`src/rtl/char_io_regs.sv`:
```
module char_io_regs #(
  parameter int ADDR_W = 16,
  parameter int DATA_W = 16,
  parameter int CHAR_W = 8,
  parameter logic [ADDR_W-1:0] KBD_STAT_ADDR = 16'hFE00,
  parameter logic [ADDR_W-1:0] KBD_DATA_ADDR = 16'hFE02,
  parameter logic [ADDR_W-1:0] DSP_STAT_ADDR = 16'hFE04,
  parameter logic [ADDR_W-1:0] DSP_DATA_ADDR = 16'hFE06
) (
  input  logic              clk,
  input  logic              rst_n,
  input  logic [ADDR_W-1:0] bus_addr,
  input  logic              bus_rd,
  input  logic              bus_wr,
  input  logic [DATA_W-1:0] bus_wdata,
  output logic [DATA_W-1:0] bus_rdata,
  input  logic              kbd_strobe,
  input  logic [CHAR_W-1:0] kbd_code,
  output logic [CHAR_W-1:0] disp_char,
  output logic              disp_start,
  input  logic              disp_done
);

  logic              kbd_rdy, dsp_rdy;
  logic [CHAR_W-1:0] kbd_data, dsp_data;

  wire sel_ks = (bus_addr == KBD_STAT_ADDR);
  wire sel_kd = (bus_addr == KBD_DATA_ADDR);
  wire sel_ds = (bus_addr == DSP_STAT_ADDR);
  wire sel_dd = (bus_addr == DSP_DATA_ADDR);

  wire kbd_take = bus_rd && sel_kd;
  wire dsp_take = bus_wr && sel_dd && dsp_rdy;

  // keyboard side: arrival wins over the read-side clear
  always_ff @(posedge clk) begin
    if (!rst_n) begin
      kbd_rdy  <= 1'b0;
      kbd_data <= '0;
    end else if (kbd_strobe) begin
      kbd_rdy  <= 1'b1;
      kbd_data <= kbd_code;
    end else if (kbd_take) begin
      kbd_rdy  <= 1'b0;
    end
  end

  // display side
  always_ff @(posedge clk) begin
    if (!rst_n) begin
      dsp_rdy    <= 1'b1;
      dsp_data   <= '0;
      disp_start <= 1'b0;
    end else begin
      disp_start <= dsp_take;
      if (dsp_take) begin
        dsp_rdy  <= 1'b0;
        dsp_data <= bus_wdata[CHAR_W-1:0];
      end else if (disp_done) begin
        dsp_rdy  <= 1'b1;
      end
    end
  end

  assign disp_char = dsp_data;

  always_comb begin
    bus_rdata = '0;
    if (bus_rd) begin
      if (sel_ks)      bus_rdata[DATA_W-1]   = kbd_rdy;
      else if (sel_kd) bus_rdata[CHAR_W-1:0] = kbd_data;
      else if (sel_ds) bus_rdata[DATA_W-1]   = dsp_rdy;
      else if (sel_dd) bus_rdata[CHAR_W-1:0] = dsp_data;
    end
  end

  assert_kbd_load_R3: assert property (@(posedge clk) disable iff (!rst_n)
    kbd_strobe |=> (kbd_rdy && kbd_data == $past(kbd_code)));

  assert_kbd_clear_R4: assert property (@(posedge clk) disable iff (!rst_n)
    (bus_rd && sel_kd && !kbd_strobe) |=> !kbd_rdy);

  assert_kbd_hold_R4: assert property (@(posedge clk) disable iff (!rst_n)
    (!kbd_strobe && !(bus_rd && sel_kd)) |=> ($stable(kbd_rdy) && $stable(kbd_data)));

  assert_dsp_accept_R6: assert property (@(posedge clk) disable iff (!rst_n)
    (bus_wr && sel_dd && dsp_rdy) |=>
      (!dsp_rdy && disp_start && disp_char == $past(bus_wdata[CHAR_W-1:0])));

  assert_dsp_pulse_R6: assert property (@(posedge clk) disable iff (!rst_n)
    disp_start |=> !disp_start);

  assert_dsp_ready_R7: assert property (@(posedge clk) disable iff (!rst_n)
    $rose(dsp_rdy) |-> $past(disp_done));

  assert_busy_drop_R8: assert property (@(posedge clk) disable iff (!rst_n)
    (bus_wr && sel_dd && !dsp_rdy) |=> (!disp_start && $stable(disp_char)));

endmodule

```
`config.mk`:
```
export PLATFORM = sky130hd
export DESIGN_NAME = char_io_regs
export DESIGN_NICKNAME = d
export VERILOG_FILES = /design/src/rtl/char_io_regs.sv
export SDC_FILE = /design/constraint.sdc
export NUM_CORES = 1
export LEC_CHECK = 0
export BUFFER_PORTS_ARGS = -buffer_cell sky130_fd_sc_hd__buf_4
export CELL_PAD_IN_SITES_DETAIL_PLACEMENT = 1
export CELL_PAD_IN_SITES_GLOBAL_PLACEMENT = 1
export CORE_ASPECT_RATIO = 1.5
export CORE_MARGIN = 2
export CORE_UTILIZATION = 29
export CTS_BUF_LIST = sky130_fd_sc_hd__clkbuf_8
export DETAILED_ROUTE_END_ITERATION = 12
export PLACE_DENSITY = 0.85
export SYNTH_ARGS = -nofsm -noshare
export SYNTH_HDL_FRONTEND = slang
export SYNTH_SLANG_ARGS = --single-unit
```
`constraint.sdc`:
```
create_clock -name clk -period 1.4 [get_ports clk]
set_input_delay 0.07 -clock clk [delete_from_list [all_inputs] [get_ports clk]]
set_output_delay 0.07 -clock clk [all_outputs]
set_load 0.02 [all_outputs]
```
==> flow_metrics.py <==
metrics = {
    "global_route": {
        "grt_max_degree": 13,
        "grt_pass1_vias": 1117,
        "grt.total_usage": 0.167,
        "grt_first_pass_wirelength_um": 5050,
        "grt_overflow": 0,
        "antenna_found_initial": 0,
    },
    "cts": {
        "cts_inserted_buffers": 3,
        "clockBufferDepth": 2,
        "clk_pin_slew_ps": 70,
        "cts_tree": "done",
        "clkLatencyLatePin_ps": 260,
        "cts.htree.levels": 1,
        "numClockSinks": 19,
        "post_cts_buffers": 0,
        "root_buffer": "clkbuf_8",
    },
    "power": {
        "finalPower_mw": 1.14,
        "peakVddDrop_mv": 0.391,
        "p_per_area_nw_per_um2": 766,
        "p_leak_nw": 0.702,
    },
    "timing": {
        "skew_ps": 2.57,
        "setup_viol_count_final": 0,
        "drv_slew": 0,
        "setup_ws_ps": 77.0,
        "hold_violations": 0,
        "min_period_over_period": 0.945,
        "tns_ps": 0,
        "fin_crit_ps": 1320,
        "timing.fmax_ghz": 0.756,
        "rsz0062_at_grt": "false",
    },
    "drt": {
        "via_per_inst": 5.09,
        "vias": 1069,
        "first_pass_iters": 4,
        "dr.first_iter.drc_count": 28,
        "drt-total-wl_um": 3340,
        "post-route-drc-count": 0,
        "ant_nets": 0,
        "wire_per_inst_um": 15.9,
    },
    "final_layout": {
        "num-fill-cells": 420,
        "multiInputGateArea_um2": 543,
        "nets": 215,
        "drive_gt1_frac": 0.405,
        "seqCellArea_um2": 382,
        "diodes": 0,
        "layout-area-overhead-vs-synth_pct": 44.8,
        "post-route-util": 0.439,
    },
    "synthesis": {
        "ys_warn_count": 0,
        "async_flop_share": 0,
        "synth_most_common_cell": "dfxtp_1",
        "synth_common_cells": "19 x dfxtp_1, 17 x mux2i_1, 16 x nor2_1",
        "netlist_area_um2": 1020,
        "synth-seq-cells": 19,
        "synth-edff-count": 0,
        "postSynthCellCount": 111,
        "synth_area_per_cell_um2": 9.23,
        "synth_top_area_frac": 0.371,
        "synth.largest_area_cell": "dfxtp_1",
        "ys_seq_area_frac": 0.371,
        "synth.area.top_cells": "dfxtp_1 37%, mux2i_1 17%, nor2_1 5.9%",
        "synth_cell_types": 29,
        "ys.flop_type": "dfxtp_1",
    },
    "floorplan": {
        "io_pins": 71,
        "die_y_um": 76.8,
        "die_x_um": 52.5,
        "fp-row-count": 26,
        "fp.coreArea_um2": 3380,
        "start_util": 0.303,
        "die_area_um2": 4030,
    },
    "flow_run": {
        "cap_violations": 0,
    },
    "critical_path": {
        "endpoint_kind": "output port",
        "path_class": "in -> out",
        "cp-start-kind": "input pin",
        "crit_family": "simple AND/OR/NAND/NOR gates",
        "cpMaxStageDelayCell": "nor4b_4",
        "cp.required_ps": 1330,
        "worst-path-buf-inv": 2,
        "crit_arrival_ps": 1250,
        "cp_cell_sequence": "buf_4 -> nor4b_4 -> nand2_1 -> nor4b_1 -> and3_1 -> buf_4",
        "critPathMaxFanout": 4,
        "crit_top_cell": "buf_4",
        "critPathMaxStageDelay_ps": 350,
    },
    "placement": {
        "io_buffers": 55,
        "place_ws_ps": 36.1,
        "dp_hpwl_um": 2620,
        "place_congestion": 0.732,
    },
    "outcome": {
        "outcome": "completed",
    },
    "worst_hold_path": {
        "hp-class": "in -> reg",
    },
}
## layout make-up
| cell class | instances | share of cell area |
|---|---|---|
| inverter | 2 | 0.00506 |
| multi-input combinational | 83 | 0.366 |
| tap | 42 | 0.0354 |
| sequential | 19 | 0.257 |
| clock buffer | 3 | 0.0278 |
| timing repair buffer | 60 | 0.305 |
| clock inverter | 1 | 0.00337 |
## per-layer routing
metal | up-vias | wire (um) | global-route usage
li1 | 500 | - | -
met1 | 510 | 1220 | 0.178
met2 | 51 | 1840 | 0.311
met3 | 8 | 211 | 0.0156
met4 | 0 | 70 | 0.0744
met5 | - | 0 | 0
## sequential cells by signal, indices dropped and copies added, names as in the netlist
signal      cells
kbd_rdy         1
dsp_rdy         1
kbd_data        8
disp_start      1
disp_char       8
## worst min-delay path: stages
cell and delay (ps):
buf_4 80, o22ai_1 60, nand2_1 60
## cells in the final DEF (no fill, tap or decap)
| cell type | instances |
|---|---|
| buf_4 | 59 |
| dfxtp_1 | 18 |
| mux2i_1 | 17 |
| nor2_1 | 16 |
| nand4_1 | 9 |
| o21ai_0 | 9 |
| a21oi_1 | 9 |
| conb_1 | 7 |
| clkbuf_8 | 3 |
| nand2_1 | 2 |
| and3_1 | 2 |
| and4bb_2 | 1 |
| nor4b_4 | 1 |
| and4b_2 | 1 |
| and4b_1 | 1 |
| nand4_2 | 1 |
| and2b_1 | 1 |
| nor4b_1 | 1 |
| clkinv_1 | 1 |
| and3b_1 | 1 |
| nand3_1 | 1 |
| nor3_1 | 1 |
| o22ai_1 | 1 |
| and4_1 | 1 |
| inv_1 | 1 |
| clkinv_2 | 1 |
| dfxtp_2 | 1 |
| dlygate4sd3_1 | 1 |
## per-stage QoR
stage,cells,hold slack (ps),area [um2]
5_1_grt,210,49.7,1480
2_1_floorplan,117,132,1050
4_1_cts,210,33.1,1480
6_report,210,34.5,1480
3_3_place_gp,205,248,1430
3_5_place_dp,205,258,1430
## power breakdown
part	internal [mW]	switching (mW)
clock network	0.198	0.184
logic	0.101	0.0893
registers	0.556	0.00806
## logic make-up (layout without fill, tap and decap cells)
group / count (synthesis) / after routing / synth area share
and+or+nand+nor: 40 / 40 / 0.244
AOI/OAI and AO/OA: 19 / 19 / 0.0940
other: 1 / 7 / 0.00366
muxes: 17 / 17 / 0.166
DFF: 19 / 19 / 0.371
buffers and inverters: 15 / 66 / 0.121
## worst paths after layout
kind | end | cells past startpoint | startpoint | slack [ps]
worst max-delay path | bus_rdata[15] | 6 | bus_addr[7] | 80
worst min-delay path | dsp_rdy$_SDFFE_PN1P_ | 3 | disp_done | 30
worst max register to register | disp_char[7]$_SDFFE_PN0P_ | 3 | dsp_rdy$_SDFFE_PN1P_ | 300
worst min register to register | kbd_rdy$_SDFFE_PN0P_ | 2 | kbd_rdy$_SDFFE_PN0P_ | 490
## repair_timing
action                                  in CTS  in global routing
resized for setup                            0                  1
hold endpoints to repair                     1                  0
pin swaps                                    1                  1
endpoints found under the setup margin       1                  2
hold buffers                                 1                  0
(Power assumes the default switching activity.)
